## config.mk

```make
export PLATFORM = sky130hd
export DESIGN_NAME = serline_tx
export DESIGN_NICKNAME = d
export VERILOG_FILES = /design/src/rtl/serline_pkg.sv /design/src/rtl/serline_tick.sv /design/src/rtl/serline_stuff.sv /design/src/rtl/serline_nrzi.sv /design/src/rtl/serline_tx.sv
export SDC_FILE = /design/constraint.sdc
export NUM_CORES = 1
export LEC_CHECK = 0
export BUFFER_PORTS_ARGS = -buffer_cell sky130_fd_sc_hd__buf_2
export CAP_MARGIN = 20
export CORE_ASPECT_RATIO = 1.25
export CORE_UTILIZATION = 45
export CTS_CLUSTER_SIZE = 20
export DETAILED_ROUTE_END_ITERATION = 6
export PLACE_DENSITY = 0.73
export REMOVE_ABC_BUFFERS = 1
export SLEW_MARGIN = 20
export SYNTH_ARGS = -nofsm -noshare
export SYNTH_HDL_FRONTEND = slang
export SYNTH_SLANG_ARGS = --single-unit
```

## constraint.sdc

```tcl
create_clock -name clk -period 2 [get_ports clk]
set_input_delay 0.4 -clock clk [delete_from_list [all_inputs] [get_ports clk]]
set_output_delay 0.4 -clock clk [all_outputs]
set_load 0.1 [all_outputs]
```

## src/rtl/serline_pkg.sv

```systemverilog
package serline_pkg;
  // Kind of symbol the stuffer hands to the line coder at a bit boundary
  typedef enum logic [1:0] {
    SYM_IDLE  = 2'd0,
    SYM_DATA  = 2'd1,
    SYM_STUFF = 2'd2
  } sym_e;
endpackage

```

## src/rtl/serline_tick.sv

```systemverilog
module serline_tick #(
  parameter int DIV_SLOW = 32,
  parameter int DIV_FAST = 4
) (
  input  logic clk,
  input  logic rst,
  input  logic fast_mode,
  output logic tick
);
  localparam int DIV_MAX = (DIV_SLOW > DIV_FAST) ? DIV_SLOW : DIV_FAST;
  localparam int CW      = (DIV_MAX > 2) ? $clog2(DIV_MAX) : 1;
  localparam logic [CW-1:0] LAST_SLOW = CW'(DIV_SLOW - 1);
  localparam logic [CW-1:0] LAST_FAST = CW'(DIV_FAST - 1);

  logic [CW-1:0] cnt_q;
  logic [CW-1:0] last;
  logic          wrap;

  assign last = fast_mode ? LAST_FAST : LAST_SLOW;
  assign wrap = (cnt_q >= last);

  always_ff @(posedge clk) begin
    if (rst) begin
      cnt_q <= '0;
      tick  <= 1'b0;
    end else begin
      cnt_q <= wrap ? '0 : cnt_q + 1'b1;
      tick  <= wrap;
    end
  end
endmodule

```

## src/rtl/serline_stuff.sv

```systemverilog
module serline_stuff
  import serline_pkg::*;
#(
  parameter int W   = 8,
  parameter int RUN = 6
) (
  input  logic                         clk,
  input  logic                         rst,
  input  logic                         tick,
  input  logic                         in_valid,
  output logic                         in_ready,
  input  logic [W-1:0]                 in_data,
  output sym_e                         sym_kind,
  output logic                         sym_bit,
  output logic [$clog2(RUN+1)-1:0]     run_o
);
  localparam int LW = $clog2(W + 1);
  localparam int RW = $clog2(RUN + 1);
  localparam logic [LW-1:0] W_V   = LW'(W);
  localparam logic [RW-1:0] RUN_V = RW'(RUN);

  logic [W-1:0]  sh_q;
  logic [LW-1:0] left_q;
  logic [RW-1:0] ones_q;

  // Pending insertion wins over the byte; an empty shifter means idle
  always_comb begin
    if (ones_q == RUN_V) begin
      sym_kind = SYM_STUFF;
      sym_bit  = 1'b0;
    end else if (left_q != '0) begin
      sym_kind = SYM_DATA;
      sym_bit  = sh_q[0];
    end else begin
      sym_kind = SYM_IDLE;
      sym_bit  = 1'b1;
    end
  end

  assign in_ready = (left_q == '0) && (ones_q != RUN_V);
  assign run_o    = ones_q;

  always_ff @(posedge clk) begin
    if (rst) begin
      sh_q   <= '0;
      left_q <= '0;
      ones_q <= '0;
    end else begin
      if (tick) begin
        unique case (sym_kind)
          SYM_STUFF: ones_q <= '0;
          SYM_DATA: begin
            sh_q   <= sh_q >> 1;
            left_q <= left_q - 1'b1;
            ones_q <= sym_bit ? ones_q + 1'b1 : '0;
          end
          default:   ones_q <= '0;
        endcase
      end
      // A load only happens with the shifter empty, so it never meets a DATA step
      if (in_valid && in_ready) begin
        sh_q   <= in_data;
        left_q <= W_V;
      end
    end
  end
endmodule

```

## src/rtl/serline_nrzi.sv

```systemverilog
module serline_nrzi
  import serline_pkg::*;
(
  input  logic clk,
  input  logic rst,
  input  logic tick,
  input  sym_e sym_kind,
  input  logic sym_bit,
  output logic line_p,
  output logic line_n,
  output logic line_stb
);
  // Two separate flops for the pair so each wire has its own driver register
  always_ff @(posedge clk) begin
    if (rst) begin
      line_p   <= 1'b1;
      line_n   <= 1'b0;
      line_stb <= 1'b0;
    end else begin
      line_stb <= tick;
      if (tick) begin
        if (sym_kind == SYM_IDLE) begin
          line_p <= 1'b1;
          line_n <= 1'b0;
        end else if (!sym_bit) begin
          line_p <= ~line_p;
          line_n <= line_p;
        end
      end
    end
  end
endmodule

```

## src/rtl/serline_tx.sv

```systemverilog
module serline_tx
  import serline_pkg::*;
#(
  parameter int W        = 8,
  parameter int RUN      = 6,
  parameter int DIV_SLOW = 32,
  parameter int DIV_FAST = 4
) (
  input  logic         clk,
  input  logic         rst,
  input  logic         fast_mode,
  input  logic         in_valid,
  output logic         in_ready,
  input  logic [W-1:0] in_data,
  output logic         line_p,
  output logic         line_n,
  output logic         line_stb
);
  localparam int RW = $clog2(RUN + 1);

  logic          tick;
  sym_e          sym_kind;
  logic          sym_bit;
  logic [RW-1:0] run_cnt;

  serline_tick #(.DIV_SLOW(DIV_SLOW), .DIV_FAST(DIV_FAST)) u_tick (
    .clk       (clk),
    .rst       (rst),
    .fast_mode (fast_mode),
    .tick      (tick)
  );

  serline_stuff #(.W(W), .RUN(RUN)) u_stuff (
    .clk      (clk),
    .rst      (rst),
    .tick     (tick),
    .in_valid (in_valid),
    .in_ready (in_ready),
    .in_data  (in_data),
    .sym_kind (sym_kind),
    .sym_bit  (sym_bit),
    .run_o    (run_cnt)
  );

  serline_nrzi u_nrzi (
    .clk      (clk),
    .rst      (rst),
    .tick     (tick),
    .sym_kind (sym_kind),
    .sym_bit  (sym_bit),
    .line_p   (line_p),
    .line_n   (line_n),
    .line_stb (line_stb)
  );
endmodule

```

==> metrics.txt, run 1 <==
status completed; final hold vios 0; initial antenna violation count 0; Avg Cell Area, Syn 9.33 sq um; register area 483 sq um; worst path cell trace inv_2 > ha_4 > or3b_4 > a21oi_4 > buf_12; Synth area leaders dfxtp_1, ha_1, nand4b_1; layout cells sized above 1 about 28%; sequential fraction of the synthesis area a little under two fifths; TNS Setup 0 ns; # IOs 16; Die Y-Extent 61.8 um; Clock Tree Buf Depth 2; core box area between 0.002 and 0.003 sq mm; Num CTS Buffers 3; fin area between 0.001 and 0.0015 sq mm; Fillers ~250; Setup crit end kind output pin; max_cap viols 0; vias in the first global route between 1,000 and 1,500; PortBufs 15; Clock Skews between 0.002 and 0.0025 ns; area of the multi-input gates about 740 sq um; final worst-path cycle share 99.3%; TritonRoute pass-1 iters 4; Hold WC Path Type in -> reg; final setup fails 0; Post-CTS Hold Buffers 0; DRC violations left 0; R2R Setup Slk roughly 0.26 ns; largest net degree at the start of global routing 29; H-tree Lvls 1; Synth Register Bits 24; initial core utilization 47.6%; Vias 1,097; Worst Max-Slew Pin Slew 0.515 ns; area leader, netlist dfxtp_1; asr flop ratio synth 0%; post-synthesis cell count about 140; post-layout min period 1.99 ns; final core occ 54.5%; P_leak ~0.56 nW; worst slack at placement about 0.18 ns; slowest library cell on the worst path or3b_4; first-pass GRT wire length between 4 and 5 mm; Rows 21; Mapped Area 0.00129 sq mm; Max Fclk ~500 MHz; Routed WL per cell between 10 and 15 um; CTS tree done; CP required about 1.6 ns; Chip Width 49.8 um; final setup margin roughly 0.015 ns; Startpoint Class flip-flop; Post-synth EDFFs 0; ANT cells 0; Most used DFF post-synth dfxtp_1; maximum vdd drop approximately 0.00054 V; clock latency on the worst-skew pair between 0.3 and 0.4 ns; Clock Sinks 24; crit path kind reg -> out; DP Wirelength roughly 1.9 mm; nets 175; Syn. warnings 0; Iteration-0 DRC Markers 24; Synth top area share 37.3%; Congestion Overflow GR 0; post-route ant nets 0; vias per std cell roughly 5.8; Total Wirelength 2.61 mm; CP Data Arrival Time approximately 1.6 ns; Die ar. approximately 0.0031 sq mm; CP max FO 2; Root Buffer clkbuf_4; CP top delay family simple AND/OR/NAND/NOR gates; Power Total ~0.94 mW; RSZ-0062 raised after global routing yes; most frequent cell after synthesis dfxtp_1; Post-DP Area approximately 0.0014 sq mm; gpl congestion between 0.7 and 0.8; Unique masters post-synth 40; P&R area growth vs syn 14.6%; CP Buf/Inv Count 2; max_slew headroom about 65%; largest stage delay on the critical path between 0.3 and 0.4 ns; fin. max-slew vios 0; PD cells 634 mW/mm^2; Post-synth top cells dfxtp_1, inv_1, nor2_1; total global-route track usage about a fifth; CTS clk-pin slew, worst paths between 0.1 and 0.15 ns
-- kinds of logic after synthesis --
| kind of cell | share of synthesized area (%) |
|---|---|
| and+or+nand+nor | 22.5 |
| adders and majority gates | 6.80 |
| AOI/OAI and AO/OA | 21.4 |
| muxes | 2.43 |
| xor gates and xnor gates | 2.04 |
| DFF | 37.3 |
| buffers and inverters | 7.48 |
-- final timing paths --
path                       to              start  cells after the start
min           u_stuff.sh_q[6]         in_data[6]                      3
min reg2reg  u_stuff.run_o[0]   u_stuff.run_o[0]                      2
max                  in_ready  u_stuff.left_q[1]                      5
max reg2reg   u_stuff.sh_q[7]   u_stuff.run_o[0]                      5
-- cell type report --
class / count / share of cell area [%]
Clock buffer: 4 / 2.46
Inverter: 11 / 2.80
Multi-Input combinational cell: 95 / 50.0
Sequential cell: 24 / 32.7
Tap cell: 34 / 2.88
Timing Repair Buffer: 21 / 9.16
-- power by group --
group / switching, mW / internal (mW)
combinational: 0.0952 / 0.0665
clock: 0.145 / 0.111
sequential: 0.0171 / 0.501
total: 0.257 / 0.678
-- flip-flops by register name, summed over array words and instances (netlist names) --
register / cells
u_stuff.sh_q: 8
u_tick.tick: 1
u_nrzi.line_n: 1
u_nrzi.line_p: 1
u_tick.cnt_q: 5
u_nrzi.line_stb: 1
u_stuff.run_o: 3
u_stuff.left_q: 4
-- metal layers --
metal	track usage [%]	wire length, um	vias up
met5	0	0	-
met3	2.19	73	4
met2	38.0	1390	21
li1	-	-	540
met1	20.4	1120	532
met4	10.2	31	0
-- cells in the final DEF (no fill, tap or decap), types with 3 or more instances in the layout --
| cell type | Yosys | routed |
|---|---|---|
| o311ai_1 | 3 | 3 |
| nand4b_1 | 8 | 8 |
| buf_2 | 2 | 14 |
| clkbuf_4 | 0 | 3 |
| nor3_2 | 3 | 3 |
| nor2_1 | 9 | 9 |
| a21oi_1 | 6 | 5 |
| dfxtp_1 | 24 | 22 |
| inv_1 | 11 | 9 |
| ha_1 | 7 | 6 |
| a311oi_1 | 3 | 3 |
| nand3_1 | 6 | 6 |
| nand2b_1 | 3 | 3 |
| buf_4 | 0 | 6 |
| o21ai_1 | 4 | 4 |
| nand2_1 | 6 | 6 |
| a211oi_1 | 3 | 3 |
| a21bo_2 | 3 | 3 |
-- per-stage QoR --
step,hold slack (ns),cells
after floorplan,0.430,130
final,0.351,189
after global routing,0.360,189
after global placement,0.450,182
after detailed placement,0.468,182
after CTS,0.339,189
-- what timing repair did --
item / 4_1_cts / 5_1_grt
setup endpoints to repair: 1 / 1
hold endpoints to repair: 0 / 0
buffers inserted: 3 / 0
pin swaps: 1 / 0
gates resized for setup: 9 / 0
-- worst min-delay path, cell delays in order --
cell and delay, ns:
buf_2 0.08, nand4b_1 0.09, o311ai_1 0.07
Power figures use the tool's default switching activity.
==> run 2, diff against run 1 <==
--- a/config.mk
+++ b/config.mk
@@ -6,14 +6,12 @@
 export NUM_CORES = 1
 export LEC_CHECK = 0
 export BUFFER_PORTS_ARGS = -buffer_cell sky130_fd_sc_hd__buf_2
-export CAP_MARGIN = 20
 export CORE_ASPECT_RATIO = 1.25
-export CORE_UTILIZATION = 45
+export CORE_UTILIZATION = 30
 export CTS_CLUSTER_SIZE = 20
 export DETAILED_ROUTE_END_ITERATION = 6
-export PLACE_DENSITY = 0.73
+export PLACE_DENSITY = 0.56
 export REMOVE_ABC_BUFFERS = 1
-export SLEW_MARGIN = 20
 export SYNTH_ARGS = -nofsm -noshare
 export SYNTH_HDL_FRONTEND = slang
 export SYNTH_SLANG_ARGS = --single-unit
==> metrics.txt, run 2 (synthesis gave the netlist of run 1 again) <==
Num CTS Buffers 3; Die Y-Extent 75.2 um; RSZ-0062 raised after global routing yes; fin. max-slew vios 0; commonest non-fill, non-tap cells in the layout dfxtp_1, buf_2, inv_1, nor2_1, nand4b_1; Setup crit end kind output pin; Worst Max-Slew Pin Slew around 0.54 ns; initial antenna violation count 0; Die ar. 0.00456 sq mm; post-route ant nets 0; gpl congestion between 0.7 and 0.8; Chip Width between 60 and 70 um; Hold WC Path Type in -> reg; vias in the first global route 1,031; largest net degree at the start of global routing 29; DRC violations left 0; first-pass GRT wire length around 4.5 mm; Total Wirelength approximately 2.7 mm; Power Total 1.12 mW; final hold vios 0; final worst-path cycle share between 90% and 100%; layout cells sized above 1 between 20 and 30%; CTS clk-pin slew, worst paths approximately 0.090 ns; max reg flops 8; CP max FO 3; PortBufs 15; final setup fails 0; Iteration-0 DRC Markers slightly above 90; max_slew headroom approximately 64%; Max Fclk 517 MHz; Clock Skews between 0.002 and 0.0025 ns; nets 175; DP Wirelength roughly 1.9 mm; Congestion Overflow GR 0; H-tree Lvls 1; crit path kind reg -> out; P&R area growth vs syn 19.4%; Top Registers u_stuff.sh_q: 8 flops, u_tick.cnt_q: 5 flops, u_stuff.left_q: 4 flops; post-layout min period roughly 1.9 ns; P_leak ~0.57 nW; Routed WL per cell roughly 13 um; largest stage delay on the critical path 0.39 ns; maximum vdd drop 0.000282 V; CP Data Arrival Time approximately 1.5 ns; Rows 26; total global-route track usage 13.0%; Root Buffer clkbuf_8; Startpoint Class flip-flop; # IOs 16; status completed; ANT cells 0; commonest non-fill, non-tap cell in the layout dfxtp_1; PD cells approximately 730 mW/mm^2; worst path cell trace inv_2 > ha_4 > or3b_4 > a21oi_4 > buf_12; vias per std cell between 5 and 6; TritonRoute pass-1 iters 4; final core occ between 30% and 40%; Most flops, register u_stuff.sh_q; Vias 1,079; initial core utilization about a third; CP required between 1.5 and 2 ns; CTS tree done; slowest library cell on the worst path or3b_4; max_cap viols 0; Clock Sinks 24; Clock Tree Buf Depth 2; core box area between 0.004 and 0.005 sq mm; clock latency on the worst-skew pair roughly 0.27 ns
run 2: cell count changes in the layout (fill, tap and decap cells not counted), sizes merged:
cell / delta
clkbuf: -1
bufinv: +1
run 2: what timing repair did:
action,4_1_cts,5_1_grt
hold buffers,0,0
pin swaps,1,1
endpoints found under the setup margin,1,1
setup buffers,1,0
resized for setup,4,5
run 2: power breakdown:
group / total (mW) / internal (mW) / switching [mW]
logic: 0.166 / 0.0707 / 0.0953
clock network: 0.437 / 0.268 / 0.169
registers: 0.518 / 0.500 / 0.0175
total: 1.12 / 0.839 / 0.282
run 2: worst paths after layout:
check	start	to	slack, ns	cells past startpoint
setup / recovery	u_stuff.left_q[0]	in_ready	0.07	5
hold / removal	in_data[7]	u_stuff.sh_q[7]	0.38	3
setup reg to reg	u_stuff.left_q[0]	u_nrzi.line_p	0.27	6
hold reg to reg	u_stuff.run_o[0]	u_stuff.run_o[0]	0.48	2
run 2: layer usage:
| metal | routed length, um | up-vias | track usage, % |
|---|---|---|---|
| met5 | 0 | - | 0 |
| met1 | 1240 | 517 | 16.6 |
| li1 | - | 539 | - |
| met2 | 1310 | 21 | 21.6 |
| met3 | 110 | 2 | 2.23 |
| met4 | 21 | 0 | 5.05 |
run 2: per-stage QoR:
step	cell area, sq um	std cells	setup TNS (ns)	hold slack (ns)	setup slack [ns]
finish	1540	211	0	0.380	0.0650
global route	1540	211	-0.000744	0.379	-0.000744
CTS	1530	211	0	0.380	0.0215
detailed placement	1430	206	0	0.466	0.204
global placement	1430	206	0	0.450	0.235
floorplan	1230	130	-1.07	0.430	-1.07
run 2: area by class of cell:
type,count,area (sq um)
clock buffer,3,41.3
clock inverter,1,30.0
fill,435,2560
inverter,11,41.3
multi-input combinational,95,737
sequential,24,483
tap,56,70.1
timing repair buffer,21,135
run 2: critical path, delay by kind of cell (launching register included):
kind                     cells  cell delay (ns)
AND/OR/NAND/NOR              1             0.39
adder cells (fa/ha/maj)      1             0.13
AO/OA/AOI/OAI                1             0.14
flip-flops                   1             0.34
buffers and inverters        2             0.26
